<file path="config.mk">
export PLATFORM = sky130hd
export DESIGN_NAME = shift_unit
export DESIGN_NICKNAME = d
export VERILOG_FILES = /design/src/rtl/shift_unit_pkg.sv /design/src/rtl/shift_funnel.sv /design/src/rtl/shift_ctrl.sv /design/src/rtl/shift_dp.sv /design/src/rtl/shift_unit.sv
export SDC_FILE = /design/constraint.sdc
export NUM_CORES = 1
export LEC_CHECK = 0
export ABC_AREA = 1
export BUFFER_PORTS_ARGS = -buffer_cell sky130_fd_sc_hd__buf_2
export CAP_MARGIN = 30
export CORE_MARGIN = 2
export CORE_UTILIZATION = 51
export DETAILED_ROUTE_END_ITERATION = 7
export GPL_ROUTABILITY_DRIVEN = 0
export PLACE_DENSITY = 0.73
export SYNTH_ARGS = -nofsm -noshare
export SYNTH_HDL_FRONTEND = slang
export SYNTH_SLANG_ARGS = --single-unit
</file>
<file path="constraint.sdc">
create_clock -name clk -period 3.6 [get_ports clk]
set_clock_uncertainty 0.2 [all_clocks]
set_input_delay 0.54 -clock clk [delete_from_list [all_inputs] [get_ports clk]]
set_output_delay 0.54 -clock clk [all_outputs]
set_load 0.05 [all_outputs]
</file>
<file path="src/rtl/shift_unit_pkg.sv">
package shift_unit_pkg;

  typedef enum logic [1:0] {
    OP_SHL  = 2'b00,
    OP_SHR  = 2'b01,
    OP_SRA  = 2'b10,
    OP_SHRD = 2'b11
  } shiftOp_e;

  // Strobes from control to datapath
  typedef struct packed {
    logic capture;     // register a new result
    logic loadCnt;     // write the stored count field
    logic funnelMode;  // use stored count and opA as upper word
    logic arithFill;   // upper word is sign copies of opB
    logic leftDir;     // bit-reverse around the right funnel
  } shiftStrb_t;

endpackage

</file>
<file path="src/rtl/shift_funnel.sv">
module shift_funnel #(
  parameter int DATA_W = 32,
  localparam int CNT_W = $clog2(DATA_W)
) (
  input  logic [DATA_W-1:0] hiWord,
  input  logic [DATA_W-1:0] loWord,
  input  logic [CNT_W-1:0]  amt,
  output logic [DATA_W-1:0] outWord
);

  localparam int PAIR_W = 2 * DATA_W;

  logic [PAIR_W-1:0] stage [CNT_W+1];

  assign stage[0] = {hiWord, loWord};

  // One log stage per count bit
  for (genvar s = 0; s < CNT_W; s++) begin : g_stage
    assign stage[s+1] = amt[s] ? (stage[s] >> (1 << s)) : stage[s];
  end

  assign outWord = stage[CNT_W][DATA_W-1:0];

endmodule

</file>
<file path="src/rtl/shift_ctrl.sv">
module shift_ctrl
  import shift_unit_pkg::*;
(
  input  logic       clk,
  input  logic       rstN,
  input  logic       opValid,
  input  logic [1:0] opCode,
  output shiftStrb_t strb,
  output logic       resValid,
  output logic       ccUpdate
);

  shiftOp_e opSel;

  always_comb begin
    opSel           = shiftOp_e'(opCode);
    strb            = '0;
    strb.capture    = opValid;
    strb.loadCnt    = opValid && (opSel == OP_SHR);
    strb.funnelMode = (opSel == OP_SHRD);
    strb.arithFill  = (opSel == OP_SRA);
    strb.leftDir    = (opSel == OP_SHL);
  end

  always_ff @(posedge clk) begin
    if (!rstN) begin
      resValid <= 1'b0;
      ccUpdate <= 1'b0;
    end else begin
      resValid <= opValid;
      ccUpdate <= 1'b0;  // shifts never touch the flags
    end
  end

endmodule

</file>
<file path="src/rtl/shift_dp.sv">
module shift_dp
  import shift_unit_pkg::*;
#(
  parameter int DATA_W = 32,
  localparam int CNT_W = $clog2(DATA_W)
) (
  input  logic              clk,
  input  logic              rstN,
  input  shiftStrb_t        strb,
  input  logic [DATA_W-1:0] opA,
  input  logic [DATA_W-1:0] opB,
  output logic [DATA_W-1:0] result,
  output logic [CNT_W-1:0]  storedCnt
);

  logic [CNT_W-1:0]  amt;
  logic [DATA_W-1:0] revB;
  logic [DATA_W-1:0] loSel;
  logic [DATA_W-1:0] hiSel;
  logic [DATA_W-1:0] funnelOut;
  logic [DATA_W-1:0] revOut;
  logic [DATA_W-1:0] shaped;

  for (genvar i = 0; i < DATA_W; i++) begin : g_rev
    assign revB[i]   = opB[DATA_W-1-i];
    assign revOut[i] = funnelOut[DATA_W-1-i];
  end

  always_comb begin
    amt   = strb.funnelMode ? storedCnt : opA[CNT_W-1:0];
    loSel = strb.leftDir ? revB : opB;
    if (strb.funnelMode)
      hiSel = opA;
    else if (strb.arithFill)
      hiSel = {DATA_W{opB[DATA_W-1]}};
    else
      hiSel = '0;
    shaped = strb.leftDir ? revOut : funnelOut;
  end

  shift_funnel #(.DATA_W(DATA_W)) u_funnel (
    .hiWord (hiSel),
    .loWord (loSel),
    .amt    (amt),
    .outWord(funnelOut)
  );

  always_ff @(posedge clk) begin
    if (!rstN) begin
      result    <= '0;
      storedCnt <= '0;
    end else begin
      if (strb.capture) result <= shaped;
      if (strb.loadCnt) storedCnt <= opA[CNT_W-1:0];
    end
  end

endmodule

</file>
<file path="src/rtl/shift_unit.sv">
module shift_unit
  import shift_unit_pkg::*;
#(
  parameter int DATA_W = 32,
  localparam int CNT_W = $clog2(DATA_W)
) (
  input  logic              clk,
  input  logic              rstN,
  input  logic              opValid,
  input  logic [1:0]        opCode,
  input  logic [DATA_W-1:0] opA,
  input  logic [DATA_W-1:0] opB,
  output logic [DATA_W-1:0] result,
  output logic              resValid,
  output logic              ccUpdate
);

  shiftStrb_t       strb;
  logic [CNT_W-1:0] storedCnt;

  shift_ctrl u_ctrl (
    .clk     (clk),
    .rstN    (rstN),
    .opValid (opValid),
    .opCode  (opCode),
    .strb    (strb),
    .resValid(resValid),
    .ccUpdate(ccUpdate)
  );

  shift_dp #(.DATA_W(DATA_W)) u_dp (
    .clk      (clk),
    .rstN     (rstN),
    .strb     (strb),
    .opA      (opA),
    .opB      (opB),
    .result   (result),
    .storedCnt(storedCnt)
  );

endmodule

</file>
; Word-level counts from Yosys, hierarchy flattened
; Cells that the tools add are included.
[totals]
reg_bits = 38
output_inout_bits = 34
word_cells = 18
[op_classes]
eq_ne = 3
muxes = 10
n_reduce_logical = 2
[op_table]
columns = op, count
row1 = $mux W32, 3
row2 = $mux W31, 2
row3 = $mux W62, 1
row4 = $mux W60, 1
row5 = $mux W56, 1
row6 = $mux W48, 1
row7 = $mux W5, 1
row8 = $eq A2 B2 Y1 const B, 2
row9 = $eq A2 B1 Y1 const B, 1
row10 = $logic_not A2 Y1, 1
row11 = $logic_and A1 B1 Y1, 1

; Logic depth before layout (Yosys ltp)
; Gate-level depths: netlist of the first run.
[depth]
depth_word = 9
ltp_mapped = 17
mapped_depth_nobuf = 15

; By module
; From an unflattened synthesis of the first run, not the netlist that was laid out.
[hier_totals]
cells_unflattened = 1110
area_unflattened_um2 = 5549.1
[by_module_without_submodules]
columns = mod, instances, cells_per_inst, area_each_um2, seq_area_each_um2
row1 = shift_funnel, 1, 637, 2962.8, 0.0
row2 = shift_dp, 1, 460, 2513.7, 740.7
row3 = shift_ctrl, 1, 13, 72.6, 20.0

; Worst setup path after synthesis of the first run
; No wires, ideal clock.
[synth_timing]
path_type = input -> register
from = input opCode[0]
to = register u_dp.result[15]
setup_ps = 132
arrival_ps = 1803
t_required_ps = 3268
setup_slack_ps = 1465
path_stages = 15
path_buffers = 3
path_cell_list = buf_4 inv_2 nand2_2 buf_6 buf_6 nand2_1 nand2_1 nand2_1 nand3_1 nand3_1 nand3_1 nand3_1 nand3_1 nand3_1 a21oi_1
[synth_via]
elab_chain_cells = 9
word_cells_on_any_way = 13
[synth_rtl]
columns = item, line_no
row1 = from (decl), shift_unit.sv:10  ; input logic [1:0] opCode,
row2 = $eq A2 B2 Y1, shift_ctrl.sv:21  ; strb.arithFill = (opSel == OP_SRA);
row3 = $mux W31, shift_dp.sv:34  ; else if (strb.arithFill)
row4 = $mux W31, shift_dp.sv:32  ; if (strb.funnelMode)
row5 = $mux W62, shift_funnel.sv:19  ; assign stage[s+1] = amt[s] ? (stage[s] >> (1 << s)) : stage[s];
row6 = $mux W60, shift_funnel.sv:19
row7 = $mux W56, shift_funnel.sv:19
row8 = $mux W48, shift_funnel.sv:19
row9 = $mux W32, shift_funnel.sv:19
row10 = $mux W32 *, shift_dp.sv:38  ; shaped = strb.leftDir ? revOut : funnelOut;
row11 = to (signal assigned), shift_dp.sv:53  ; if (strb.capture) result <= shaped;
row12 = to (decl), shift_dp.sv:12  ; output logic [DATA_W-1:0] result,
; Every way passes the cells marked *; elsewhere a longest branch is shown, timed or not.
; A chain may end at the register's enable or synchronous reset.

; Worst setup path in the final report of the first run
[layout_timing]
from = input opCode[1]
to = register u_dp.result[3]
; The elaborated chain is that of the path after synthesis.

==> flow_summary_export.csv, run 1 <==
group,metric,value,unit
global_routing,grt_overflow,0,
global_routing,use_met1,40.07,%
routing,dr.pass1.iters,6,
cts,clock_latency,310,ps
final_layout,syn2layout_area_growth,10.29,%
routing,wl,18540,um
global_routing,grt_pass1_wl,30550,um
final_layout,finalNetCount,1184,
die,fp.dieH,107.8,um
global_routing,grt_pass1_vias,6535,
cts,cts.path.max_buffers,2,
die,boundaryPins,103,
synthesis,ys_ff_latch,38,
synthesis,synthTopCellsByArea,"nand3_1 (44%), nand2_1 (25%), dfxtp_1 (14%)",
timing,holdWs,263.8,ps
timing,final-hold-violation-count,0,
routing,wl_per_cell,14.81,um
timing,worst_slack,879.0,ps
timing,slew_viol_final,0,
timing,finalSetupTns,0,ps
cts,root_buffer,"clkbuf_8",
hold_path,hp-class,"flop to flop",
final_layout,stdcell_area,0.006061,sq mm
synthesis,yosysTopAreaCellShare,43.72,%
place,dp_cells,1244,
synthesis,synth_cells,1078,
global_routing,grt_max_degree,64,
routing,ant_nets,0,
synthesis,syn_area,0.005495,sq mm
setup_path,crit_end,"u_dp.result[3]",
routing,num_vias,7552,
final_layout,num_antenna_cells,0,
final_layout,final_cell_mix,"nand3_1 (480), nand2_1 (368), buf_2 (100)",
final_layout,drive_gt1_share,12.37,%
final_layout,layout_commonest_cell,"nand3_1",
setup_path,rrSetupSlack,1230,ps
cts,cts_resized,0,
timing,finalSetupViolCount,0,
place,dp_hpwl,13400,um
synthesis,seq_area_frac_synth,13.84,%
routing,initialDrtViolationCount,1059,
timing,fin_crit,2721,ps
setup_path,rr_endpoint,"u_dp.result[3]",
synthesis,synth_cell_types,19,
synthesis,synth_top_area_cell,"nand3_1",
place,dpl_cell_area,0.005918,sq mm
setup_path,crit_type,"primary input to flop",
setup_path,start_kind,"primary input",
setup_path,cp.arrival,2670,ps
setup_path,critical_path.max_fanout,61,
setup_path,r2r-start,"u_dp.storedCnt[1]",
setup_path,reg2reg_depth,11,
final_layout,fillCellCount,1138,
cts,cts_tree,"done",
die,core_area,0.01042,sq mm
die,die_area,0.01162,sq mm
global_routing,grt_use_met3,5.993,%
timing,worstMarginPinSlew,940.2,ps
synthesis,syn_avg_cell_area,5.098,sq um
timing,slew_headroom,36.84,%
final_layout,fin_util,58.19,%
pwr,fin_total_pwr,2.098,mW
synthesis,syn-num-nets,1147,
routing,via_per_inst,6.032,
timing,finalCritPeriodShare,75.58,%
global_routing,busiest_layer,"met2",
place,io_buffers,100,
setup_path,cp-startpoint,"opCode[1]",
pwr,power.density,346.1,mW/mm^2
timing,grt_setup_unrepaired,"no",
die,die_w,107.8,um
status,status,"completed",
pwr,leakagePower,3.189,nW
global_routing,antenna_found_initial,0,
setup_path,crit_path_end_kind,"flop",
setup_path,crit_required,3550,ps
global_routing,use_met2,52.74,%
place,dp_slack,655.1,ps
die,rows,37,
global_routing,grt_use_total,32.39,%
cts,path_clk_slew,80,ps
cts,ctsHoldBuffers,0,
pwr,ir_drop,0.1975,mV
job,drv_cap,0,
synthesis,yosys_warnings,0,
synthesis,synth-edff-count,0,
cts,clock_sinks,38,
timing,max_clock_freq,367.5,MHz
die,initial_core_util,52.76,%
cts,cts_max_level,2,
synthesis,ys_async_sr_fraction,0,%
routing,drc,0,
final_layout,stdcell_count,1252,
synthesis,synth_flop_cell,"dfxtp_1",
cts,numCtsBuffers,5,
cts,cts_setup_buffers,0,
==> flip-flops by register name, indices dropped and copies added (netlist names) <==
register / count
u_dp.result: 32
u_dp.storedCnt: 5
u_ctrl.resValid: 1
==> cell type report <==
cell class | instances | area, sq um | share of cell area (%)
flip-flops and latches | 38 | 760.7 | 12.55
multi-input cells | 911 | 4139 | 68.29
clock inverters | 2 | 60.06 | 0.9909
clock buffers | 6 | 82.58 | 1.363
inverters | 42 | 157.7 | 2.601
repair buffers | 117 | 690.7 | 11.40
well taps | 136 | 170.2 | 2.808
==> cell usage after synthesis (2+ instances only) <==
| cell type | n |
|---|---|
| nand3_1 | 480 |
| nand2_1 | 368 |
| inv_1 | 39 |
| buf_2 | 38 |
| dfxtp_1 | 38 |
| a21oi_1 | 37 |
| clkbuf_1 | 23 |
| buf_4 | 16 |
| o21ai_0 | 9 |
| buf_1 | 7 |
| o21ai_1 | 7 |
| nand2_2 | 5 |
| buf_6 | 3 |
| inv_2 | 2 |
| nand3_2 | 2 |
==> critical path, stage by stage <==
cell     delay, ps
buf_2          210
nand2_2        200
nand2_1        120
nand2_2        240
inv_2          150
buf_12         270
nand3_1        130
nand3_1        150
nand3_1        130
nand3_1        200
nand3_1         90
nand3_1        140
a21oi_1         70
==> kinds of logic (layout without fill, tap and decap cells) <==
group	count (synthesis)	in the layout	synth area share [%]
AO/OA/AOI/OAI	53	53	4.827
buffers and inverters	129	167	11.18
flip-flops	38	38	13.84
other	1	1	0.06824
AND/OR/NAND/NOR	857	857	70.08
==> routing by layer <==
metal  vias to the layer above  part of all wire (%)
met5                         -                     0
met4                         0                   5.8
met3                       100                    10
met2                       452                    45
met1                      3276                    39
li1                       3724                     -
==> how the worst min path moves through the flow <==
stage | depth (start not counted) | to | startpoint
finish | 2 | u_dp.result[9] | u_dp.result[9]
global route | 3 | u_dp.storedCnt[1] | opA[1]
CTS | 2 | u_dp.result[1] | u_dp.result[1]
detailed placement | 2 | u_dp.result[27] | u_dp.result[27]
global placement | 2 | u_dp.result[24] | u_dp.result[24]
floorplan | 2 | u_dp.storedCnt[1] | u_dp.storedCnt[1]
==> where the power goes <==
group | internal (mW) | switching [mW] | leakage [nW] | total, mW
Sequential | 0.458 | 0.0182 | 0.313 | 0.477
Clock | 0.296 | 0.177 | 0.0714 | 0.472
Combinational | 0.344 | 0.804 | 2.81 | 1.15
Power figures use the tool's default switching activity.
==> run 2: changes to the inputs <==
--- a/config.mk
+++ b/config.mk
@@ -5,14 +5,14 @@
 export SDC_FILE = /design/constraint.sdc
 export NUM_CORES = 1
 export LEC_CHECK = 0
-export ABC_AREA = 1
+export ABC_AREA = 0
 export BUFFER_PORTS_ARGS = -buffer_cell sky130_fd_sc_hd__buf_2
 export CAP_MARGIN = 30
 export CORE_MARGIN = 2
 export CORE_UTILIZATION = 51
 export DETAILED_ROUTE_END_ITERATION = 7
 export GPL_ROUTABILITY_DRIVEN = 0
-export PLACE_DENSITY = 0.73
+export PLACE_DENSITY = 0.75
 export SYNTH_ARGS = -nofsm -noshare
 export SYNTH_HDL_FRONTEND = slang
 export SYNTH_SLANG_ARGS = --single-unit
==> constraint.sdc (replaced) <==
create_clock -name clk -period 2.42 [get_ports clk]
set_clock_uncertainty 0.2 [all_clocks]
set_input_delay 0.363 -clock clk [delete_from_list [all_inputs] [get_ports clk]]
set_output_delay 0.363 -clock clk [all_outputs]
set_load 0.05 [all_outputs]
==> run 2 against run 1 <==
The run now fails in global routing. Synthesized area is 11% higher. Synthesized cell count is 26% lower.
==> flow_summary_export.csv, run 2 <==
group,metric,value,unit
global_routing,grt_overflow,65,
global_routing,grt_use_total,73.47,%
die,initial_core_util,52.86,%
cts,root_buffer,"clkbuf_16",
cts,clock_sinks,38,
synthesis,seq_area_frac_synth,12.50,%
synthesis,ys_top_cells_by_count,"mux2i_1 (89), nand2_1 (82), o21ai_0 (59), a21oi_1 (48), nor2_1 (43)",
global_routing,grt_pass1_vias,11370,
synthesis,yosysTopAreaCellShare,14.64,%
synthesis,synth_cells,801,
synthesis,synthTopCellsByArea,"mux2i_1 (15%), dfxtp_1 (12%), mux4_2 (5.9%)",
synthesis,yosysMostFrequentCell,"mux2i_1",
status,status,"aborted with a tool error",
synthesis,ys_ff_latch,38,
synthesis,ys_async_sr_fraction,0,%
synthesis,synth_flop_cell,"dfxtp_1",
synthesis,syn-num-nets,870,
status,stop_error,"[ERROR GRT-0116] Global routing finished with congestion. Check the congestion regions in the DRC Viewer.",
status,lastStage,"global routing",
die,die_w,113.3,um
global_routing,grt_pass1_wl,72480,um
die,boundaryPins,103,
synthesis,synth_top_area_cell,"mux2i_1",
die,fp.dieH,113.3,um
synthesis,syn_avg_cell_area,7.599,sq um
synthesis,syn_area,0.006087,sq mm
cts,cts_max_level,2,
place,io_buffers,100,
cts,cts.path.max_buffers,2,
die,rows,39,
synthesis,synth_cell_types,86,
synthesis,synth-edff-count,0,
place,dp_hpwl,21420,um
global_routing,grt_max_degree,32,
cts,ctsHoldBuffers,0,
synthesis,yosys_warnings,0,
place,dp_slack,-787.3,ps
cts,numCtsBuffers,5,
## run 2: cell types whose count changed after synthesis, sizes merged, moves of 20 or more
cell,change
nor2,+46
mux2i,+89
inv,-34
a31oi,+20
nand3,-455
nand2,-289
o21ai,+47
## run 2: routing by layer
metal / GRT usage (%) / GRT overflow
met1: 75.60 / 0
met2: 90.98 / 42
met3: 55.49 / 2
met4: 71.87 / 21
met5: 15.69 / 0
## run 2: cell families after synthesis
| logic type | share of synthesized area, % |
|---|---|
| simple gates | 20.08 |
| other cells | 0.06161 |
| buf+inv | 8.160 |
| mux | 23.14 |
| xor+xnor | 0.1439 |
| flops | 12.50 |
| compound gates | 35.91 |
## run 2: what timing repair did
item / CTS
buffers inserted: 39
gates resized for setup: 202
setup endpoints to repair: 32
pin swaps: 70
cloned: 6
## run 2: stage by stage
step	std cells	hold slack (ps)	setup TNS (ps)	utilization [%]	area, sq um
floorplan	801	307.7	-1441	-	6426
detailed placement	1210	251.6	-18930	74.50	8579
global placement	1210	245.6	-15730	74.50	8579
CTS	1261	272.3	-3604	88.06	10140
==> run 3: changes to the inputs <==
--- a/config.mk
+++ b/config.mk
@@ -9,10 +9,10 @@
 export BUFFER_PORTS_ARGS = -buffer_cell sky130_fd_sc_hd__buf_2
 export CAP_MARGIN = 30
 export CORE_MARGIN = 2
-export CORE_UTILIZATION = 51
+export CORE_UTILIZATION = 36
 export DETAILED_ROUTE_END_ITERATION = 7
 export GPL_ROUTABILITY_DRIVEN = 0
-export PLACE_DENSITY = 0.75
+export PLACE_DENSITY_LB_ADDON = 0.15
 export SYNTH_ARGS = -nofsm -noshare
 export SYNTH_HDL_FRONTEND = slang
 export SYNTH_SLANG_ARGS = --single-unit
==> constraint.sdc (replaced) <==
create_clock -name clk -period 3.15 [get_ports clk]
set_clock_uncertainty 0.2 [all_clocks]
set_input_delay 0.4725 -clock clk [delete_from_list [all_inputs] [get_ports clk]]
set_output_delay 0.4725 -clock clk [all_outputs]
set_load 0.05 [all_outputs]
==> run 3 against run 2 <==
The flow now finishes without violations. Synthesized area is the same. Synthesized cell count is the same.
==> flow_summary_export.csv, run 3 <==
group,metric,value,unit
die,boundaryPins,103,
setup_path,start_kind,"flop",
hold_path,hp-class,"flop to flop",
final_layout,finalNetCount,1056,
final_layout,final_cell_mix,"buf_4 (158), buf_2 (100), mux2i_1 (86)",
die,fp.dieH,134.0,um
cts,clock_sinks,38,
synthesis,synthTopCellsByArea,"mux2i_1 (15%), dfxtp_1 (12%), mux4_2 (5.9%)",
timing,slew_viol_final,0,
final_layout,largest_reg_flops,32,
synthesis,synth_top_area_cell,"mux2i_1",
global_routing,grt_overflow,0,
timing,finalCritPeriodShare,94.89,%
place,io_buffers,100,
setup_path,critical_path.max_fanout,9,
routing,drc,0,
routing,via_per_inst,6.243,
synthesis,synth_cells,801,
synthesis,ys_ff_latch,38,
synthesis,syn-num-nets,870,
pwr,internal_power,1.617,mW
timing,finalSetupTns,0,ps
setup_path,path_cells,"nand3_1 > buf_4 > a41o_1 > or2_1 > mux2_2 > o211ai_1 > o211a_1 > nor3_1 > a311o_1",
routing,num_vias,7542,
routing,dr.pass1.iters,5,
timing,grt_setup_unrepaired,"no",
timing,finalSetupViolCount,0,
die,die_w,134.0,um
synthesis,syn_avg_cell_area,7.599,sq um
setup_path,cp.arrival,2980,ps
timing,final-hold-violation-count,0,
cts,cts_setup_buffers,0,
pwr,fin_total_pwr,2.825,mW
die,rows,47,
die,core_area,0.01658,sq mm
routing,initialDrtViolationCount,804,
timing,slew_headroom,60.51,%
final_layout,num_antenna_cells,0,
pwr,clockPowerShare,25.1,%
routing,ant_nets,0,
timing,max_clock_freq,334.6,MHz
cts,numCtsBuffers,5,
setup_path,cpPeakStageDelay,480,ps
job,drv_cap,0,
final_layout,drive_gt1_share,34.01,%
final_layout,largestRegisters,"u_dp.result: 32 flops, u_dp.storedCnt: 5 flops, u_ctrl.resValid: 1 flops",
pwr,comb_power_share,55.4,%
synthesis,synth-edff-count,0,
cts,cts.path.max_buffers,2,
pwr,switching_share,42.75,%
synthesis,yosys_warnings,0,
setup_path,crit_path_end_kind,"flop",
setup_path,cp_slowest_cell,"dfxtp_1",
final_layout,syn2layout_area_growth,30.32,%
timing,fin_crit,2989,ps
timing,holdWs,266.6,ps
final_layout,top_register,"u_dp.result",
synthesis,synth_cell_types,86,
synthesis,syn_area,0.006087,sq mm
synthesis,yosysTopAreaCellShare,14.64,%
status,status,"completed",
routing,wl_per_cell,21.62,um
cts,path_clk_slew,70,ps
pwr,power_switching,1.208,mW
setup_path,crit_required,3140,ps
cts,root_buffer,"clkbuf_16",
pwr,leakagePower,3.366,nW
place,dpl_cell_area,0.007724,sq mm
synthesis,ys_top_cells_by_count,"mux2i_1 (89), nand2_1 (82), o21ai_0 (59), a21oi_1 (48), nor2_1 (43)",
cts,clock_latency,300,ps
place,dp_hpwl,20580,um
synthesis,yosysMostFrequentCell,"mux2i_1",
pwr,power.share.sequential,19.5,%
synthesis,ys_async_sr_fraction,0,%
final_layout,stdcell_area,0.007933,sq mm
final_layout,fillCellCount,1712,
routing,wl,26120,um
timing,worstMarginPinSlew,586.1,ps
die,initial_core_util,36.71,%
timing,worst_slack,160.9,ps
global_routing,grt_pass1_wl,40220,um
synthesis,synth_flop_cell,"dfxtp_1",
cts,cts_tree,"done",
global_routing,antenna_found_initial,0,
place,dp_slack,-100.0,ps
global_routing,grt_use_total,28.64,%
die,die_area,0.01796,sq mm
pwr,power.density,356.1,mW/mm^2
global_routing,grt_max_degree,38,
setup_path,crit_type,"flop to flop",
global_routing,grt_pass1_vias,7095,
synthesis,seq_area_frac_synth,12.50,%
pwr,ir_drop,0.2021,mV
final_layout,layout_commonest_cell,"buf_4",
cts,cts_max_level,2,
==> run 3: cell counts after synthesis <==
No cell type changed its count.
==> run 3: final timing paths <==
kind | start | to | slack, ps | cells after the start
min | u_dp.result[15] | u_dp.result[15] | 270 | 2
max | u_dp.storedCnt[0] | u_dp.result[25] | 160 | 9
max reg2reg | u_dp.storedCnt[0] | u_dp.result[25] | 160 | 9
min reg2reg | u_dp.result[15] | u_dp.result[15] | 270 | 2
==> run 3: layout make-up <==
class | instances | area, sq um | area share [%]
clock buffers | 5 | 125.1 | 1.577
clock inverters | 3 | 68.82 | 0.8675
inverters | 7 | 26.28 | 0.3312
multi-input cells | 671 | 4868 | 61.37
flip-flops and latches | 38 | 762.0 | 9.606
well taps | 220 | 275.3 | 3.470
repair buffers | 264 | 1807 | 22.78
==> run 3: cells by family after synthesis <==
kind of cell	synth area share, %
muxes	23.14
and+or+nand+nor	20.08
DFF	12.50
xor gates and xnor gates	0.1439
AOI/OAI and AO/OA	35.91
other	0.06161
buffers and inverters	8.160
==> run 3: worst max-delay path, delay by kind of cell, from the launching register on <==
family                 cells  cell delay [ps]
muxes                      1              270
buffers and inverters      1              250
DFF                        1              480
AOI/OAI and AO/OA          4             1110
and+or+nand+nor            3              570
==> run 3: per-layer routing <==
metal | up-vias | share of wire [%] | global-route usage (%)
met5 | - | 0 | 0
met3 | 54 | 7.6 | 3.666
met2 | 364 | 46 | 47.55
li1 | 3513 | - | -
met4 | 0 | 3.4 | 9.766
met1 | 3611 | 43 | 38.43
==> run 3: power groups by stage <==
stage          sequential (mW)  combinational, mW  clock (mW)
2_1_floorplan            0.706              0.778           0
3_3_place_gp             0.562               1.52           0
3_5_place_dp             0.562               1.52           0
4_1_cts                  0.551               1.53       0.719
5_1_grt                  0.556               1.66       0.729
6_report                 0.551               1.56       0.710
==> run 3: repair_timing <==
action,4_1_cts,5_1_grt
gates resized for setup,0,5
hold buffers,0,0
setup endpoints to repair,0,6
==> run 3: metrics by stage <==
stage / util (%) / instances
CTS: 47.74 / 1208
finish: 47.83 / 1208
global placement: 46.57 / 1200
floorplan: - / 801
detailed placement: 46.57 / 1200
global route: 47.83 / 1208
==> run 4: changes to the inputs <==
--- a/config.mk
+++ b/config.mk
@@ -8,6 +8,7 @@
 export ABC_AREA = 0
 export BUFFER_PORTS_ARGS = -buffer_cell sky130_fd_sc_hd__buf_2
 export CAP_MARGIN = 30
+export CORE_ASPECT_RATIO = 1.5
 export CORE_MARGIN = 2
 export CORE_UTILIZATION = 36
 export DETAILED_ROUTE_END_ITERATION = 7
==> run 4 against run 3 <==
Via count shrank 3.5%. Largest power group unchanged. Setup slack lost 17 ps. Final cell count shrank 2.2%.
==> flow_summary_export.csv, run 4 (synthesis results as in run 3) <==
group,metric,value,unit
cts,ctsHoldBuffers,0,
timing,final-hold-violation-count,0,
place,dp_hpwl,20960,um
die,core_area,0.01669,sq mm
routing,wl,25590,um
cts,cts_tree,"done",
cts,root_buffer,"clkbuf_16",
setup_path,cp.arrival,3030,ps
routing,num_vias,7281,
cts,cts_max_level,2,
final_layout,largest_reg_flops,32,
timing,worstMarginPinSlew,680.7,ps
setup_path,crit_required,3170,ps
cts,clock_latency,300,ps
pwr,power.density,353.8,mW/mm^2
die,fp.dieH,163.3,um
pwr,ir_drop,0.2712,mV
pwr,switching_share,41.70,%
place,io_buffers,100,
global_routing,grt_use_total,28.33,%
pwr,internal_power,1.620,mW
timing,grt_setup_unrepaired,"no",
final_layout,num_antenna_cells,0,
routing,via_per_inst,6.160,
die,initial_core_util,36.47,%
global_routing,antenna_found_initial,0,
global_routing,grt_pass1_vias,7008,
final_layout,syn2layout_area_growth,29.06,%
routing,wl_per_cell,21.65,um
pwr,clockPowerShare,25.0,%
final_layout,final_cell_mix,"buf_4 (136), buf_2 (100), mux2i_1 (87)",
die,die_w,110.2,um
timing,finalSetupViolCount,0,
global_routing,grt_max_degree,32,
setup_path,start_kind,"primary input",
timing,finalCritPeriodShare,95.42,%
routing,ant_nets,0,
final_layout,largestRegisters,"u_dp.result: 32 flops, u_dp.storedCnt: 5 flops, u_ctrl.resValid: 1 flops",
final_layout,stdcell_area,0.007856,sq mm
timing,worst_slack,144.1,ps
routing,initialDrtViolationCount,638,
timing,fin_crit,3006,ps
timing,max_clock_freq,332.7,MHz
place,dpl_cell_area,0.007639,sq mm
place,dp_slack,-95.00,ps
die,boundaryPins,103,
final_layout,drive_gt1_share,32.61,%
routing,dr.pass1.iters,7,
setup_path,crit_path_end_kind,"flop",
cts,path_clk_slew,60,ps
cts,numCtsBuffers,5,
status,status,"completed",
setup_path,crit_type,"primary input to flop",
routing,drc,0,
final_layout,top_register,"u_dp.result",
final_layout,finalNetCount,1040,
pwr,leakagePower,3.307,nW
timing,slew_headroom,54.14,%
global_routing,grt_overflow,0,
setup_path,critical_path.max_fanout,16,
pwr,fin_total_pwr,2.779,mW
pwr,power.share.sequential,19.8,%
cts,cts.path.max_buffers,2,
hold_path,hp-class,"flop to flop",
timing,slew_viol_final,0,
pwr,comb_power_share,55.2,%
die,die_area,0.01799,sq mm
pwr,power_switching,1.159,mW
die,rows,58,
global_routing,grt_pass1_wl,39160,um
job,drv_cap,0,
final_layout,layout_commonest_cell,"buf_4",
cts,clock_sinks,38,
[run 4: area by class of cell]
| type | instances | area, sq um |
|---|---|---|
| inverter | 7 | 26.28 |
| clock inverter | 2 | 60.06 |
| fill | 1765 | 8835 |
| tap | 210 | 262.8 |
| multi-input combinational | 671 | 4855 |
| clock buffer | 6 | 138.9 |
| sequential | 38 | 760.7 |
| timing repair buffer | 248 | 1753 |
[run 4: worst max-delay path: stages]
cell and delay (ps):
buf_2 200, buf_12 190, and3_1 210, nor2_2 210, buf_12 150, mux2i_1 350, nand2_1 120, a31oi_1 350
o22ai_1 230, or3_1 380, a31oi_1 150
[run 4: power by group through the flow]
stage | registers, mW | logic, mW | clock network (mW)
finish | 0.550 | 1.53 | 0.696
global route | 0.556 | 1.63 | 0.723
CTS | 0.551 | 1.51 | 0.701
detailed placement | 0.561 | 1.50 | 0
global placement | 0.560 | 1.50 | 0
floorplan | 0.706 | 0.778 | 0
[run 4: timing repair]
item | CTS | global route
endpoints found under the setup margin | 0 | 2
setup buffers | 0 | 2
resized for setup | 0 | 1
[run 4: routing by layer]
metal	vias to the layer above	global-route usage (%)	wire, um
li1	3473	-	-
met1	3425	35.56	10530
met2	305	46.99	12250
met3	78	2.713	1297
met4	0	15.28	1513
met5	-	0	0
[run 4: worst paths after layout]
| path | from | endpoint | slack, ps | cells past startpoint |
|---|---|---|---|---|
| worst max-delay path | opCode[1] | u_dp.result[10] | 140 | 11 |
| worst max register to register | u_dp.storedCnt[1] | u_dp.result[4] | 170 | 9 |
| worst min register to register | u_dp.result[16] | u_dp.result[16] | 260 | 2 |
| worst min-delay path | u_dp.result[16] | u_dp.result[16] | 260 | 2 |
[run 4: per-stage QoR]
stage / util, % / setup TNS (ps) / std cells / hold WS (ps)
finish: 47.07 / 0 / 1182 / 256.2
global route: 47.07 / 0 / 1182 / 289.1
CTS: 46.96 / 0 / 1180 / 261.4
detailed placement: 45.76 / -836.6 / 1172 / 245.9
global placement: 45.76 / -501.1 / 1172 / 242.6
floorplan: - / 0 / 801 / 303.8
